[src/rtl/smul_pkg.sv]
package smul_pkg;

    typedef enum logic {
        ST_IDLE = 1'b0,
        ST_RUN  = 1'b1
    } smul_state_e;

    typedef enum logic [1:0] {
        TERM_ZERO  = 2'd0,
        TERM_PLUS  = 2'd1,
        TERM_MINUS = 2'd2
    } smul_term_e;

    function automatic smul_term_e term_for(input logic mbit, input logic final_step);
        if (!mbit)
            return TERM_ZERO;
        else if (final_step)
            return TERM_MINUS;
        else
            return TERM_PLUS;
    endfunction

endpackage

[src/rtl/smul_seq_ctrl.sv]
module smul_seq_ctrl
    import smul_pkg::*;
#(
    parameter int N = 4
) (
    input  logic clk,
    input  logic rst,
    input  logic start,
    output logic busy,
    output logic load,
    output logic step_en,
    output logic final_step,
    output logic done
);
    localparam int SW = (N > 1) ? $clog2(N) : 1;
    localparam logic [SW-1:0] LAST_STEP = SW'(N - 1);

    smul_state_e     state_q;
    logic [SW-1:0]   step_q;

    assign busy       = (state_q == ST_RUN);
    assign load       = (state_q == ST_IDLE) && start;
    assign step_en    = busy;
    assign final_step = busy && (step_q == LAST_STEP);

    always_ff @(posedge clk) begin
        if (rst) begin
            state_q <= ST_IDLE;
            step_q  <= '0;
            done    <= 1'b0;
        end else begin
            done <= 1'b0;
            unique case (state_q)
                ST_IDLE: begin
                    if (start) begin
                        state_q <= ST_RUN;
                        step_q  <= '0;
                    end
                end
                ST_RUN: begin
                    if (final_step) begin
                        state_q <= ST_IDLE;
                        done    <= 1'b1;
                    end else begin
                        step_q <= step_q + 1'b1;
                    end
                end
                default: state_q <= ST_IDLE;
            endcase
        end
    end
endmodule

[src/rtl/smul_term_sel.sv]
module smul_term_sel
    import smul_pkg::*;
#(
    parameter int N = 4
) (
    input  logic [2*N-1:0] mcand,
    input  logic           mbit,
    input  logic           final_step,
    output logic [2*N-1:0] term
);
    localparam int PW = 2 * N;
    localparam logic [PW-1:0] ONE = PW'(1);

    smul_term_e kind;

    always_comb begin
        kind = term_for(mbit, final_step);
        unique case (kind)
            TERM_PLUS:  term = mcand;
            TERM_MINUS: term = ~mcand + ONE;
            default:    term = '0;
        endcase
    end
endmodule

[src/rtl/smul_accum.sv]
module smul_accum #(
    parameter int N = 4
) (
    input  logic           clk,
    input  logic           rst,
    input  logic           load,
    input  logic           step_en,
    input  logic [N-1:0]   a_in,
    input  logic [N-1:0]   b_in,
    input  logic [2*N-1:0] term,
    output logic [2*N-1:0] mcand,
    output logic           mbit,
    output logic [2*N-1:0] acc
);
    localparam int PW = 2 * N;

    logic [N-1:0] mplier_q;

    assign mbit = mplier_q[0];

    always_ff @(posedge clk) begin
        if (rst) begin
            acc      <= '0;
            mcand    <= '0;
            mplier_q <= '0;
        end else if (load) begin
            acc      <= '0;
            mcand    <= {{N{a_in[N-1]}}, a_in};
            mplier_q <= b_in;
        end else if (step_en) begin
            acc      <= acc + term;
            mcand    <= {mcand[PW-2:0], 1'b0};
            mplier_q <= {1'b0, mplier_q[N-1:1]};
        end
    end
endmodule

[src/rtl/smul_serial.sv]
module smul_serial #(
    parameter int N = 4
) (
    input  logic           clk,
    input  logic           rst,
    input  logic           start,
    input  logic [N-1:0]   a,
    input  logic [N-1:0]   b,
    output logic           busy,
    output logic           done,
    output logic [2*N-1:0] product
);
    localparam int PW = 2 * N;

    logic          load;
    logic          step_en;
    logic          final_step;
    logic          mbit;
    logic [PW-1:0] mcand;
    logic [PW-1:0] term;

    smul_seq_ctrl #(.N(N)) u_ctrl (
        .clk        (clk),
        .rst        (rst),
        .start      (start),
        .busy       (busy),
        .load       (load),
        .step_en    (step_en),
        .final_step (final_step),
        .done       (done)
    );

    smul_term_sel #(.N(N)) u_term (
        .mcand      (mcand),
        .mbit       (mbit),
        .final_step (final_step),
        .term       (term)
    );

    smul_accum #(.N(N)) u_accum (
        .clk     (clk),
        .rst     (rst),
        .load    (load),
        .step_en (step_en),
        .a_in    (a),
        .b_in    (b),
        .term    (term),
        .mcand   (mcand),
        .mbit    (mbit),
        .acc     (product)
    );
endmodule

[config.mk]
export PLATFORM = sky130hd
export DESIGN_NAME = smul_serial
export DESIGN_NICKNAME = d
export VERILOG_FILES = /design/src/rtl/smul_pkg.sv /design/src/rtl/smul_seq_ctrl.sv /design/src/rtl/smul_term_sel.sv /design/src/rtl/smul_accum.sv /design/src/rtl/smul_serial.sv
export SDC_FILE = /design/constraint.sdc
export NUM_CORES = 1
export LEC_CHECK = 0
export BUFFER_PORTS_ARGS = -buffer_cell sky130_fd_sc_hd__buf_2
export CAP_MARGIN = 20
export CORE_MARGIN = 1
export CORE_UTILIZATION = 30
export CTS_BUF_LIST = sky130_fd_sc_hd__clkbuf_16
export CTS_CLUSTER_DIAMETER = 100
export DETAILED_ROUTE_END_ITERATION = 10
export MAX_ROUTING_LAYER = met4
export PLACE_DENSITY = 0.55
export SLEW_MARGIN = 20
export SYNTH_ARGS = -nofsm -noshare
export SYNTH_HDL_FRONTEND = slang
export SYNTH_SLANG_ARGS = --single-unit
[constraint.sdc]
create_clock -name clk -period 8.89 [get_ports clk]
set_clock_uncertainty 0.15 [all_clocks]
set_input_delay 1.3335 -clock clk [delete_from_list [all_inputs] [get_ports clk]]
set_output_delay 1.3335 -clock clk [all_outputs]
set_load 0.03 [all_outputs]
# After elaboration in Yosys (flattened, before gate mapping)
# Cells that the tools add are included.
# classes
addsub,3
n_eq_ne,5
mux,14
bitwise,2
reduce_logical,6
# ops
operator,count
$mux 8,2
$pmux 8 s2,1
$add 8x1->8 const B,1
$add 8x8->8,1
$mux 2,4
$mux 4,2
$not 8->8,1
$eq 2x2->1 const B,2
$ne 2x2->1 const B,2
$pmux 2 s2,1
$reduce_or 2->1,2
$mux 1,3
$add 2x1->2 const B,1
$eq 2x1->1 const B,1
$logic_and 1x1->1,2
$pmux 1 s2,1
$reduce_and 2->1,1
$reduce_bool 2->1,1
$not 1->1,1
# word_totals
input_bits,11
reg_bits,24

# Longest topological paths before layout
# depth
depth_word,7
depth_mapped,11

# Modules after synthesis
# A second synthesis with hierarchy kept.
# unflattened
cells_unflattened,174
area_unflattened_um2,1476.4
# modules_own_cells
module,cells_each,area_per_inst_um2,instances,seq_area_each_um2
smul_accum,124,1099.8,1,400.4
smul_term_sel,32,195.2,1,0.0
smul_seq_ctrl,18,181.4,1,80.1

# Worst setup path after synthesis
# Ideal clock, no wire load.
# synth_path
kind,reg-to-reg
start,reg u_ctrl.state_q (netlist: u_ctrl.busy)
end,reg u_accum.acc[7]
required_time_ns,8.617
t_arrival_ns,2.663
setup_ns,0.123
synth_period_minus_slack_ns,2.937
slack_ns,5.953
path_stages_with_launch,11
path_buffers,2
cell_sequence,dfxtp_1 buf_6 clkbuf_1 nand3_1 a21boi_0 ha_1 a211oi_1 o211a_1 o21ai_0 mux2i_1 mux2_1
# synth_between
elab_chain_cells,6
word_cells_on_any_way,10
# synth_rtl
element,line,source
start: declaration,smul_seq_ctrl.sv:18,smul_state_e state_q;
start signal: assignment,smul_seq_ctrl.sv:28,state_q <= ST_IDLE;
start signal: assignment,smul_seq_ctrl.sv:36,state_q <= ST_RUN;
start signal: assignment,smul_seq_ctrl.sv:42,state_q <= ST_IDLE;
$logic_and 1x1->1,smul_seq_ctrl.sv:24,assign final_step = busy && (step_q == LAST_STEP);
$mux 2,smul_pkg.sv:17,else if (final_step)
$mux 2,smul_pkg.sv:15,if (!mbit)
$eq 2x2->1 / $eq 2x1->1 (equally long branches),smul_term_sel.sv:18,unique case (kind)
$pmux 8 s2,smul_term_sel.sv:18,
$add 8x8->8,smul_accum.sv:31,acc <= acc + term;
end signal: assignment,smul_accum.sv:31,
end: declaration,smul_accum.sv:13,output logic [2*N-1:0] acc
# Parallel ways exist; a longest one is shown, timed or not.
# A chain may end at the register's enable or synchronous reset.

# Worst setup path in the final report
# layout_path
start,reg u_ctrl.step_q[0]
end,reg u_accum.acc[7]
# layout_between
elab_chain_cells,7
word_cells_on_any_way,8
# layout_rtl
element,line,source
start: declaration,smul_seq_ctrl.sv:19,logic [SW-1:0] step_q;
start signal: assignment,smul_seq_ctrl.sv:45,step_q <= step_q + 1'b1;
$eq 2x2->1 *,smul_seq_ctrl.sv:24,
$logic_and 1x1->1 *,smul_seq_ctrl.sv:24,
$mux 2 *,smul_pkg.sv:17,
$mux 2 *,smul_pkg.sv:15,
$eq 2x2->1 / $eq 2x1->1 (equally long branches),smul_term_sel.sv:18,
$pmux 8 s2 *,smul_term_sel.sv:18,
$add 8x8->8 *,smul_accum.sv:31,
# Mark *: on every way between the ends. The rest lies on a longest branch, timed or not.

==> flow_metrics.env <==
export IMPL_reported_max_cap_violation_count=0
export IMPL_finalSetupViolations=0
export IMPL_synth_area_mm2=0.001480
export IMPL_ctsHoldBuffers=0
export IMPL_ys_warn_count=0
export IMPL_asr_flop_ratio_synth=0
export IMPL_final_layout_size_suffix_gt1_frac=0.1693
export IMPL_cts_max_path_buffers=2
export IMPL_status="complete, no violations"
export IMPL_max_slew_margin=0.7250
export IMPL_routing_usage_on_met1=0.1591
export IMPL_timing_final_crit_period_ns=3.088
export IMPL_gr_max_usage_layer="met2"
export IMPL_kind_of_path_behind_the_tightest_hold_check="reg2reg"
export IMPL_grt_overflow=0
export IMPL_dr_total_vias=1192
export IMPL_drt_iter0_drc=38
export IMPL_pwr_density_cell_mw_per_mm2=161.8
export IMPL_crit_path_start_kind="register"
export IMPL_worstSetupEndpointType="register"
export IMPL_met2_usage=0.1942
export IMPL_final_period_utilization=0.3474
export IMPL_synth_fp_nets=194
export IMPL_num_antenna_cells=0
export IMPL_synth_area_per_cell_um2=8.556
export IMPL_fin_tns_setup_ns=0
export IMPL_synth_cells=173
export IMPL_number_of_antenna_violations_at_the_first_check_in_global_routing=0
export IMPL_post_cts_resize_count=0
export IMPL_die_area_mm2=0.005219
export IMPL_gp_congestion=0.7822
export IMPL_worstPathRequired_ns=8.89
export IMPL_cts_setup_buffers=0
export IMPL_slew_violations=0
export IMPL_placeableCoreArea_mm2=0.004723
export IMPL_post_place_ws_ns=5.827
export IMPL_synth_edff_count=0
export IMPL_drc=0
export IMPL_placement_io_buffers=20
export IMPL_static_leakage_nw=0.7767
export IMPL_chipHeight_um=72.24
export IMPL_area_growth_pct=16.99
export IMPL_grt_pass1_vias=1075
export IMPL_fin_ws_ns=5.802
export IMPL_critical_path_max_fanout=9
export IMPL_hpwlAfterDp_mm=2.065
export IMPL_tightest_slew_ns=0.4125
export IMPL_final_antenna_net_count=0
export IMPL_pin_count_of_the_biggest_net_entering_global_routing=38
export IMPL_routedWlPerCell_um=11.36
export IMPL_yosys_register_bits=24
export IMPL_rsz0062_at_grt="false"
export IMPL_path_clk_slew_ns=0.07
export IMPL_grt_util_all_layers=0.1238
export IMPL_start_util=0.3134
export IMPL_core_rowCount=25
export IMPL_synthDistinctLibCells=40
export IMPL_cts_tree="done"
export IMPL_insertion_delay_ns=0.26
export IMPL_max_freq_ghz=0.3238
export IMPL_drt_pass1_iter_count=4
export IMPL_grt_pass1_wl_mm=4.988
export IMPL_synth_main_ff_cell="sky130_fd_sc_hd__dfxtp_1"
export IMPL_vdd_ir_drop_worst_mv=0.06244
export IMPL_synth_seq_area_share=0.3246
export IMPL_hold_viol=0
export IMPL_top_level_ports=21
export IMPL_num_nets_final=211
export IMPL_cts_sinks=24
export IMPL_cts_made_buffers=3
export IMPL_clockRootBuffer="sky130_fd_sc_hd__clkbuf_16"
export IMPL_hold_worst_slack_ns=0.3420
export IMPL_crit_type="reg2reg"
export IMPL_wl_mm=2.907
export IMPL_cts_htree_levels=1
export IMPL_routed_via_density=4.656
export IMPL_floorplan_die_width_um=72.24
export IMPL_grt_use_met3=0.03056
export IMPL_cp_arrival_ns=3.09
## cell families (layout without fill, tap and decap cells)
kind of cell / count (synthesis) / after routing / share of synthesized area
flops: 24 / 24 / 0.3246
buf+inv: 16 / 32 / 0.04818
fa+ha+maj: 10 / 10 / 0.08960
xor+xnor: 8 / 8 / 0.04733
mux: 14 / 14 / 0.09637
simple gates: 57 / 57 / 0.1944
compound gates: 44 / 44 / 0.1995
## path summary, 6_finish.rpt
path | endpoint | depth (start not counted) | start | slack, ns
setup / recovery | u_accum.acc[7] | 11 | u_ctrl.step_q[0] | 5.80
hold / removal | u_accum.mplier_q[0] | 2 | u_accum.mplier_q[1] | 0.34
setup reg to reg | u_accum.acc[7] | 11 | u_ctrl.step_q[0] | 5.80
hold reg to reg | u_accum.mplier_q[0] | 2 | u_accum.mplier_q[1] | 0.34
## synthesized netlist by cell type (all sizes together), types with 3 or more instances
| cell type | count | share of area |
|---|---|---|
| dfxtp | 24 | 0.32 |
| nor3 | 4 | 0.014 |
| buf | 3 | 0.015 |
| a21o | 4 | 0.020 |
| nand2b | 5 | 0.021 |
| o21ai | 8 | 0.030 |
| ha | 9 | 0.076 |
| inv | 7 | 0.018 |
| xor2 | 4 | 0.024 |
| a21oi | 17 | 0.057 |
| clkbuf | 6 | 0.015 |
| nand2 | 7 | 0.018 |
| xnor2 | 4 | 0.024 |
| nor2 | 26 | 0.066 |
| o211a | 3 | 0.020 |
| and2 | 5 | 0.022 |
| mux2i | 12 | 0.081 |
| a211oi | 5 | 0.025 |
## layout make-up
cell class / instances / area (um^2)
Sequential cell: 24 / 480.5
Inverter: 7 / 26.28
Tap cell: 67 / 83.83
Fill cell: 508 / 2992
Timing Repair Buffer: 21 / 107.6
Multi-Input combinational cell: 133 / 928.4
Clock inverter: 1 / 30.03
Clock buffer: 3 / 75.07
## per-layer routing
| metal | up-vias | part of all wire |
|---|---|---|
| met2 | 14 | 0.45 |
| li1 | 640 | - |
| met3 | 5 | 0.035 |
| met4 | 0 | 0.0096 |
| met5 | - | 0 |
| met1 | 533 | 0.51 |
## metrics by stage
| stage | utilization | area (um^2) | total power [W] | cells |
|---|---|---|---|---|
| after floorplan | - | 1480 | 0.0001454 | 173 |
| final | 0.3666 | 1732 | 0.0002802 | 256 |
| after CTS | 0.3666 | 1732 | 0.0002850 | 256 |
| after detailed placement | 0.3444 | 1627 | 0.0001528 | 252 |
| after global placement | 0.3444 | 1627 | 0.0001530 | 252 |
| after global routing | 0.3666 | 1732 | 0.0002940 | 256 |
## cells in the final DEF (no fill, tap or decap), types with 2 or more instances in the layout
master	instances
sky130_fd_sc_hd__dfxtp_1	24
sky130_fd_sc_hd__ha_1	9
sky130_fd_sc_hd__a21boi_0	2
sky130_fd_sc_hd__a21o_1	4
sky130_fd_sc_hd__or3_1	2
sky130_fd_sc_hd__nand2b_1	5
sky130_fd_sc_hd__and2_1	4
sky130_fd_sc_hd__o211a_1	3
sky130_fd_sc_hd__buf_2	20
sky130_fd_sc_hd__nand2_1	7
sky130_fd_sc_hd__xor2_1	4
sky130_fd_sc_hd__xnor2_1	4
sky130_fd_sc_hd__a21oi_1	17
sky130_fd_sc_hd__nor3_1	4
sky130_fd_sc_hd__nor2_1	26
sky130_fd_sc_hd__a211oi_1	5
sky130_fd_sc_hd__a31oi_1	2
sky130_fd_sc_hd__inv_1	6
sky130_fd_sc_hd__clkbuf_16	3
sky130_fd_sc_hd__o21ai_0	7
sky130_fd_sc_hd__mux2i_1	12
## state kept, by name (all words and copies together) (netlist names)
register / cells
u_ctrl.busy: 1
u_accum.mplier_q: 4
u_ctrl.done: 1
u_accum.mcand: 8
u_accum.acc: 8
u_ctrl.step_q: 2
## report_power, final
| group | total [W] | switching [W] | internal [W] |
|---|---|---|---|
| combinational | 0.0000322 | 0.0000187 | 0.0000135 |
| sequential | 0.000118 | 0.00000537 | 0.000112 |
| clock | 0.000130 | 0.0000408 | 0.0000896 |
| total | 0.000280 | 0.0000648 | 0.000215 |
## worst max-delay path: stages, from the launching register on
cell	delay [ns]
sky130_fd_sc_hd__dfxtp_1	0.35
sky130_fd_sc_hd__ha_1	0.29
sky130_fd_sc_hd__nand2_1	0.24
sky130_fd_sc_hd__a31oi_1	0.24
sky130_fd_sc_hd__xor2_1	0.08
sky130_fd_sc_hd__and2_1	0.16
sky130_fd_sc_hd__ha_1	0.34
sky130_fd_sc_hd__o211ai_1	0.13
sky130_fd_sc_hd__o211a_1	0.23
sky130_fd_sc_hd__or3_1	0.29
sky130_fd_sc_hd__mux2i_1	0.14
sky130_fd_sc_hd__mux2_1	0.33
Note: power is estimated with default switching activity, not from simulation.
